===== config.mk =====
export PLATFORM = sky130hd
export DESIGN_NAME = hf_unorm8_conv
export DESIGN_NICKNAME = d
export VERILOG_FILES = /design/src/rtl/hf_unorm8_pkg.sv /design/src/rtl/hf_field_split.sv /design/src/rtl/hf_scale255.sv /design/src/rtl/hf_rsh_barrel.sv /design/src/rtl/hf_unorm8_conv.sv
export SDC_FILE = /design/constraint.sdc
export NUM_CORES = 1
export LEC_CHECK = 0
export BUFFER_PORTS_ARGS = -buffer_cell sky130_fd_sc_hd__buf_2
export CORE_MARGIN = 3
export CORE_UTILIZATION = 35
export CTS_CLUSTER_DIAMETER = 200
export CTS_CLUSTER_SIZE = 20
export DETAILED_ROUTE_END_ITERATION = 12
export GPL_ROUTABILITY_DRIVEN = 0
export GPL_TIMING_DRIVEN = 0
export SLEW_MARGIN = 10
export SYNTH_ARGS = -nofsm -noshare
export SYNTH_HDL_FRONTEND = slang
export SYNTH_SLANG_ARGS = --single-unit

===== constraint.sdc =====
create_clock -name clk_i -period 3.5 [get_ports clk_i]
set_clock_uncertainty 0.1 [all_clocks]
set_input_delay 0.35 -clock clk_i [delete_from_list [all_inputs] [get_ports clk_i]]
set_output_delay 0.35 -clock clk_i [all_outputs]
set_load 0.02 [all_outputs]

===== src/rtl/hf_unorm8_pkg.sv =====
package hf_unorm8_pkg;
    parameter int HALF_W  = 16;
    parameter int MANT_W  = 10;
    parameter int EXP_W   = 5;
    parameter int OUT_W   = 8;
    parameter int EXP_BIAS = 15;
    parameter logic [HALF_W-2:0] ONE_MAG = 15'h3C00;

    localparam int SIG_W   = MANT_W + 1;
    localparam int PROD_W  = SIG_W + OUT_W;
    localparam int SH_W    = 5;
    // product is sig*2^(e-bias-mant); keep one extra fraction bit for rounding
    localparam int SH_BASE = EXP_BIAS + MANT_W - 1;

    typedef struct packed {
        logic             vld;
        logic [OUT_W-1:0] code;
        logic             err;
    } out_reg_t;
endpackage


===== src/rtl/hf_field_split.sv =====
module hf_field_split
    import hf_unorm8_pkg::*;
(
    input  logic [HALF_W-1:0] half_i,
    output logic [SIG_W-1:0]  sig_o,
    output logic [SH_W-1:0]   shamt_o,
    output logic              range_err_o
);
    logic [EXP_W-1:0]  exp_f;
    logic [MANT_W-1:0] mant_f;
    logic              sign_f;

    always_comb begin
        mant_f = half_i[MANT_W-1:0];
        exp_f  = half_i[MANT_W +: EXP_W];
        sign_f = half_i[HALF_W-1];
        // hidden bit is set even for exponent 0; the result still rounds to 0
        sig_o  = {1'b1, mant_f};
        if (int'(exp_f) <= SH_BASE) begin
            shamt_o = SH_W'(SH_BASE - int'(exp_f));
        end else begin
            shamt_o = '0;
        end
        range_err_o = sign_f || (half_i[HALF_W-2:0] > ONE_MAG);
    end
endmodule


===== src/rtl/hf_scale255.sv =====
module hf_scale255 #(
    parameter int IN_W  = 11,
    parameter int SCL_W = 8,
    localparam int RES_W = IN_W + SCL_W
) (
    input  logic [IN_W-1:0]  x_i,
    output logic [RES_W-1:0] y_o
);
    logic [RES_W-1:0] shifted;
    logic [RES_W-1:0] base;

    always_comb begin
        shifted = {x_i, {SCL_W{1'b0}}};
        base    = {{SCL_W{1'b0}}, x_i};
        y_o     = shifted - base;
    end
endmodule


===== src/rtl/hf_rsh_barrel.sv =====
module hf_rsh_barrel #(
    parameter int DW = 19,
    parameter int SW = 5
) (
    input  logic [DW-1:0] d_i,
    input  logic [SW-1:0] sh_i,
    output logic [DW-1:0] q_o
);
    logic [DW-1:0] stg [SW+1];

    assign stg[0] = d_i;

    for (genvar i = 0; i < SW; i++) begin : g_stage
        always_comb begin
            if (sh_i[i]) begin
                stg[i+1] = stg[i] >> (1 << i);
            end else begin
                stg[i+1] = stg[i];
            end
        end
    end

    assign q_o = stg[SW];
endmodule


===== src/rtl/hf_unorm8_conv.sv =====
module hf_unorm8_conv
    import hf_unorm8_pkg::*;
(
    input  logic              clk_i,
    input  logic              rst_ni,
    input  logic              in_valid_i,
    input  logic [15:0]       in_half_i,
    output logic              out_valid_o,
    output logic [7:0]        out_unorm_o,
    output logic              out_range_err_o
);
    logic [SIG_W-1:0]  sig;
    logic [SH_W-1:0]   shamt;
    logic              range_err;
    logic [PROD_W-1:0] prod;
    logic [PROD_W-1:0] scaled;
    logic [OUT_W:0]    rounded;
    logic              sat;
    out_reg_t          r_d, r_q;

    hf_field_split u_split (
        .half_i      (in_half_i),
        .sig_o       (sig),
        .shamt_o     (shamt),
        .range_err_o (range_err)
    );

    hf_scale255 #(.IN_W(SIG_W), .SCL_W(OUT_W)) u_scale (
        .x_i (sig),
        .y_o (prod)
    );

    hf_rsh_barrel #(.DW(PROD_W), .SW(SH_W)) u_shift (
        .d_i  (prod),
        .sh_i (shamt),
        .q_o  (scaled)
    );

    always_comb begin
        // (t + 1) >> 1 written as (t >> 1) + t[0]
        rounded = {1'b0, scaled[OUT_W:1]} + {{OUT_W{1'b0}}, scaled[0]};
        sat     = (|scaled[PROD_W-1:OUT_W+1]) || rounded[OUT_W];
        r_d     = r_q;
        r_d.vld = in_valid_i;
        if (in_valid_i) begin
            r_d.code = sat ? {OUT_W{1'b1}} : rounded[OUT_W-1:0];
            r_d.err  = range_err;
        end
    end

    always_ff @(posedge clk_i) begin
        if (!rst_ni) begin
            r_q <= '0;
        end else begin
            r_q <= r_d;
        end
    end

    assign out_valid_o     = r_q.vld;
    assign out_unorm_o     = r_q.code;
    assign out_range_err_o = r_q.err;

    p_valid_follow_r2: assert property (@(posedge clk_i) disable iff (!rst_ni)
        in_valid_i |=> out_valid_o);
    p_valid_idle_r2: assert property (@(posedge clk_i) disable iff (!rst_ni)
        !in_valid_i |=> !out_valid_o);
    p_one_full_r3: assert property (@(posedge clk_i) disable iff (!rst_ni)
        (in_valid_i && in_half_i == 16'h3C00) |=> (out_unorm_o == 8'hFF && !out_range_err_o));
    p_subnorm_zero_r5: assert property (@(posedge clk_i) disable iff (!rst_ni)
        (in_valid_i && in_half_i[15:10] == 6'd0) |=> (out_unorm_o == 8'h00));
    p_neg_flag_r6: assert property (@(posedge clk_i) disable iff (!rst_ni)
        (in_valid_i && in_half_i[15]) |=> out_range_err_o);
    p_hold_r7: assert property (@(posedge clk_i) disable iff (!rst_ni)
        !in_valid_i |=> ($stable(out_unorm_o) && $stable(out_range_err_o)));
endmodule


Word level (Yosys, flattened, before mapping) --
Cells that the tools add are included.
Storage, ports and cells: bits in registers 10, bits of input ports 19, output and inout port bits 10, logic and storage cells 18
Operators by class: add/sub/neg operators 3, magnitude comparators 2, muxes and demuxes 7, reductions and logical operators 3
Operator list (count):
- two-way mux 19 bit | 5
- subtractor 19 x 11 -> 19 bit | 1
- greater-than comparator 15 x 14 -> 1 bit, second input constant | 1
- OR reduction 10 bit | 1
- adder 8 x 1 -> 9 bit | 1
- two-way mux 8 bit | 1
- less-or-equal comparator 5 bit, second input constant | 1
- two-way mux 5 bit | 1
- subtractor 5 bit, first input constant | 1
- logical OR 1 bit | 2

Longest topological paths before layout --
depth in word-level cells 10, gate-level depth with buffers 18, gate-level depth less buffers 17

By module --
From an unflattened synthesis, not the netlist that was laid out.
Second synthesis, totals: cells, all modules 258, area total of the unflattened synthesis 2153.3 um^2
By module, submodules not included:
- hf_rsh_barrel | instances 1, cells each 102, area an instance 947.2 um^2, seq. area each 0.0 um^2
- hf_unorm8_conv | instances 1, cells each 55, area an instance 496.7 um^2, seq. area each 200.2 um^2
- hf_scale255 | instances 1, cells each 64, area an instance 446.7 um^2, seq. area each 0.0 um^2
- hf_field_split | instances 1, cells each 37, area an instance 262.8 um^2, seq. area each 0.0 um^2

Worst setup path before layout --
Ideal clock, no wire load.
path kind input-to-reg, start in in_half_i[10], end reg r_q, in the netlist out_unorm_o[5], setup time 136 ps, arrival time 3316 ps, required time 3264 ps, slack -53 ps, cell stages on the path 16, path buffers 2, path through inv_1 > ha_1 > nand2b_1 > clkbuf_1 > nand2_1 > a31oi_1 > clkbuf_1 > o21ai_0 > o21ai_0 > nor2_1 > o31ai_1 > ha_1 > o221ai_1 > nor4b_2 > a311o_1 > a31oi_1
On the way: longest elaborated chain between the ends 10, elaborated cells on any way between the ends 12, classes of those cells add/sub (2); order compare (1); mux (7); reduce/logical (2)
Ends and longest elaborated chain:
- start, declared | RTL line hf_unorm8_conv.sv:7 | input logic [15:0] in_half_i,
- subtractor 5 bit / less-or-equal comparator 5 bit (equally long branches) | RTL line hf_field_split.sv:20, hf_field_split.sv:19
- two-way mux 5 bit * | RTL line hf_field_split.sv:19 | if (int'(exp_f) <= SH_BASE) begin
- two-way mux 19 bit (4 in a row) | RTL line hf_rsh_barrel.sv:15 | if (sh_i[i]) begin
- two-way mux 19 bit * | RTL line hf_rsh_barrel.sv:15
- adder 8 x 1 -> 9 bit / OR reduction 10 bit (equally long branches) | RTL line hf_unorm8_conv.sv:41, hf_unorm8_conv.sv:42
- logical OR 1 bit | RTL line hf_unorm8_conv.sv:42 | sat = (|scaled[PROD_W-1:OUT_W+1]) || rounded[OUT_W];
- two-way mux 8 bit * | RTL line hf_unorm8_conv.sv:46 | r_d.code = sat ? {OUT_W{1'b1}} : rounded[OUT_W-1:0];
- end signal, assigned | RTL line hf_unorm8_conv.sv:55 | r_q <= r_d;
- end, declared | RTL line hf_unorm8_conv.sv:19 | out_reg_t r_d, r_q;
Every way passes the cells marked *; elsewhere a longest branch is shown, timed or not. A chain may end at the register's enable or synchronous reset.

Final worst setup path --
start in in_half_i[9], end reg r_q, in the netlist out_unorm_o[4]
On the way: longest elaborated chain between the ends 9, elaborated cells on any way between the ends 10, classes of those cells add/sub (2); mux (6); reduce/logical (2)
Ends and longest elaborated chain:
- subtractor 19 x 11 -> 19 bit * | RTL line hf_scale255.sv:15 | y_o = shifted - base;
- two-way mux 19 bit * (5 in a row) | RTL line hf_rsh_barrel.sv:15
- adder 8 x 1 -> 9 bit / OR reduction 10 bit (equally long branches) | RTL line hf_unorm8_conv.sv:41, hf_unorm8_conv.sv:42
- logical OR 1 bit | RTL line hf_unorm8_conv.sv:42
- two-way mux 8 bit * | RTL line hf_unorm8_conv.sv:46
Marked as above.

==> out/qor.csv <==
metric;value;unit
ioPinCount;29;
core-area;0.00613;mm2
grt_max_degree;11;
critical-path-max-stage-delay;0.33;ns
rows;28;
clock_latency;0.23;ns
h-tree-depth;1;
diodes;0;
switching_share;47.8;%
grt_pass1_wl;12.9;mm
avgViaCountPerCell;6.47;
fmax;0.284;GHz
ys_seq_area_share;8.72;%
internal_power;438;uW
die-area;0.00757;mm2
cts_made_buffers;3;
path_max_fanout;6;
synth_area;0.00230;mm2
hold_viol_final;0;
grt_overflow;0;
drv_slew;0;
antenna_found_initial;0;
final_cells;463;
maxCapViolations;0;
critPathArrivalTime;3.52;ns
fillCellCount;581;
die_h;87.0;um
hold_end;out_range_err_o;
cp_num_buf_inv;5;
finalWirelength;8.37;mm
drc;0;
dp_hpwl;5.87;mm
path_cells;buf_2 -> inv_2 -> ha_4 -> a21o_2 -> a211oi_4 -> buf_4 -> buf_4 -> o21ai_0 -> a221oi_1 -> mux2i_1 -> o221ai_1 -> o21ai_1 -> ha_4 -> nand2_4 -> nor3_4 -> a41oi_2 -> buf_4 -> a31oi_4;
synth-async-reset-ratio;0;%
cts-root-buf;clkbuf_8;
leakage;1.17;nW
criticalPathCategory;in2reg;
cts_tree;done;
synth_largest_area_cell;dfxtp_1;
wire_per_inst;18.1;um
hp-class;in2reg;
cp-start-kind;input port;
hold_path_startpoint;in_half_i[15];
drtAntennaViolNets;0;
synthDistinctLibCells;72;
slew_headroom;59.0;%
ys.flop_type;dfxtp_1;
utilization;51.0;%
critPathCaptureType;flop;
yosys_warnings;0;
seqPwrFrac;15.5;%
worstMarginPinSlew;0.607;ns
violations;negative setup slack;
layout_setup_ws;-0.0166;ns
synth_edf_count;0;
layout-drive-gt1-share;34.8;%
syn_nets;361;
drt_iter0_markers;464;
cpMostUsedCell;buf_4;
setup_viol;5;
hold-path-cell-count;3;
finalCritPeriodShare;100;%
fin_tns_setup;-0.0438;ns
grt_use_total;20.8;%
cts_buffer_depth;2;
r2r_cells;2;
worst_r2r_endpoint;out_unorm_o[4];
r2r_setup_slack;2.62;ns
synthCells;334;
area_growth;36.2;%
synth_top_area_share;8.72;%
timing.rr.start;out_unorm_o[4];
synth_area_leaders;dfxtp_1, o21ai_0, a21oi_1, nand2_1, o211ai_1;
rsz0062_at_grt;true;
pwr-share-comb;70.8;%
start_util;37.4;%
p_switching;401;uW
critPathRequiredTime;3.51;ns
crit_path_top_delay_cell;a211oi_4;
status;complete, but fails checks;
path_clk_slew;0.04;ns
die-width;87.0;um
place_inst;434;
first_pass_iters;6;
synth-seq-cells;10;
ir_drop;0.312;mV
synth_area_per_cell;6.87;um2
io_buffers;25;
nets;417;
route.vias.total;2995;
powerDensity;268;mW/mm2
cts.sinks;10;
grt_pass1_vias;2625;
cp_top_family;compound AO/OA/AOI/OAI gates;
pwr-share-clk;13.7;%
layout_min_cycle_time;3.52;ns
-- power groups by stage --
stage | Clock [mW] | Combinational (mW) | Sequential (mW)
floorplan | 0 | 0.321 | 0.147
global placement | 0 | 0.449 | 0.132
detailed placement | 0 | 0.450 | 0.132
CTS | 0.116 | 0.499 | 0.130
global route | 0.121 | 0.645 | 0.132
finish | 0.115 | 0.594 | 0.130
-- timing repair --
item                       CTS  global route
hold buffers                 0             0
pin swaps                    9            26
gates resized for setup     30            53
setup endpoints to repair    8             8
setup buffers               17            10
-- registers in the layout (all words and copies together), names as in the netlist --
register / count
out_unorm_o: 8
out_valid_o: 1
out_range_err_o: 1
-- worst max-delay path by stage --
stage                  startpoint        endpoint  slack [ns]  cells past startpoint
global route         in_half_i[9]  out_unorm_o[7]       -0.26                     16
floorplan           in_half_i[10]  out_unorm_o[5]        0.02                     17
detailed placement  in_half_i[10]  out_unorm_o[5]       -0.96                     17
finish               in_half_i[9]  out_unorm_o[4]       -0.02                     18
CTS                 in_half_i[10]  out_unorm_o[5]       0.008                     18
global placement    in_half_i[10]  out_unorm_o[5]       -0.94                     19
-- kinds of logic (layout without fill, tap and decap cells) --
kind of cell | count (synthesis) | after routing | share of synthesized area, %
AOI/OAI and AO/OA | 143 | 143 | 45.6
xor gates and xnor gates | 12 | 12 | 4.58
buffers and inverters | 35 | 89 | 6.70
muxes | 3 | 3 | 1.36
adders and majority gates | 8 | 8 | 4.36
DFF | 10 | 10 | 8.72
and+or+nand+nor | 123 | 123 | 28.7
-- final cells by class --
type,instances,area [um2],area share [%]
Sequential cell,10,200,6.40
Multi-Input combinational cell,289,2270,72.7
Clock buffer,3,41.3,1.32
Timing Repair Buffer,52,343,11.0
Inverter,13,52.6,1.68
Tap cell,75,93.8,3.00
Buffer,21,123,3.92
-- cells in the final DEF (no fill, tap or decap), types with 7 or more instances in the layout --
cell      count
nand3_1       7
inv_1         8
buf_4        27
nand2_1      29
nor3_1       11
buf_2        34
dfxtp_1      10
xnor2_1      11
nor2_1       24
o211ai_1     15
o21ai_0      23
a21oi_1      22
-- metal layers --
metal | up-vias | share of wire [%] | global-route usage, %
li1 | 1410 | - | -
met1 | 1415 | 44 | 28.9
met2 | 146 | 46 | 33.7
met3 | 24 | 7.6 | 3.69
met4 | 0 | 2.4 | 3.82
met5 | - | 0 | 0
-- cell usage after synthesis, drive strengths merged, types with 4 or more instances --
cell type,instances
o211ai,15
nor2,25
and2,6
xnor2,11
or3,6
nor3,13
clkbuf,9
a31oi,8
ha,8
o31ai,7
nor3b,4
inv,13
nand3,9
o221ai,7
a21o,4
a21oi,30
o22ai,4
a211oi,6
dfxtp,10
a211o,4
nand2,31
buf,13
o21ai,28
-- worst min-delay path: stages --
cell	delay, ns
buf_2	0.08
nor3_1	0.05
a21oi_1	0.13
-- through the flow --
| step | power, mW | setup WS (ns) | hold WS (ns) | cell area [um2] |
|---|---|---|---|---|
| final | 0.839 | -0.0166 | 0.319 | 3130 |
| after global routing | 0.898 | -0.264 | 0.359 | 3130 |
| after CTS | 0.745 | 0.00846 | 0.323 | 2820 |
| after detailed placement | 0.583 | -0.964 | 0.413 | 2520 |
| after global placement | 0.581 | -0.937 | 0.407 | 2520 |
| after floorplan | 0.468 | 0.0178 | 0.377 | 2300 |
Power figures use the tool's default switching activity.
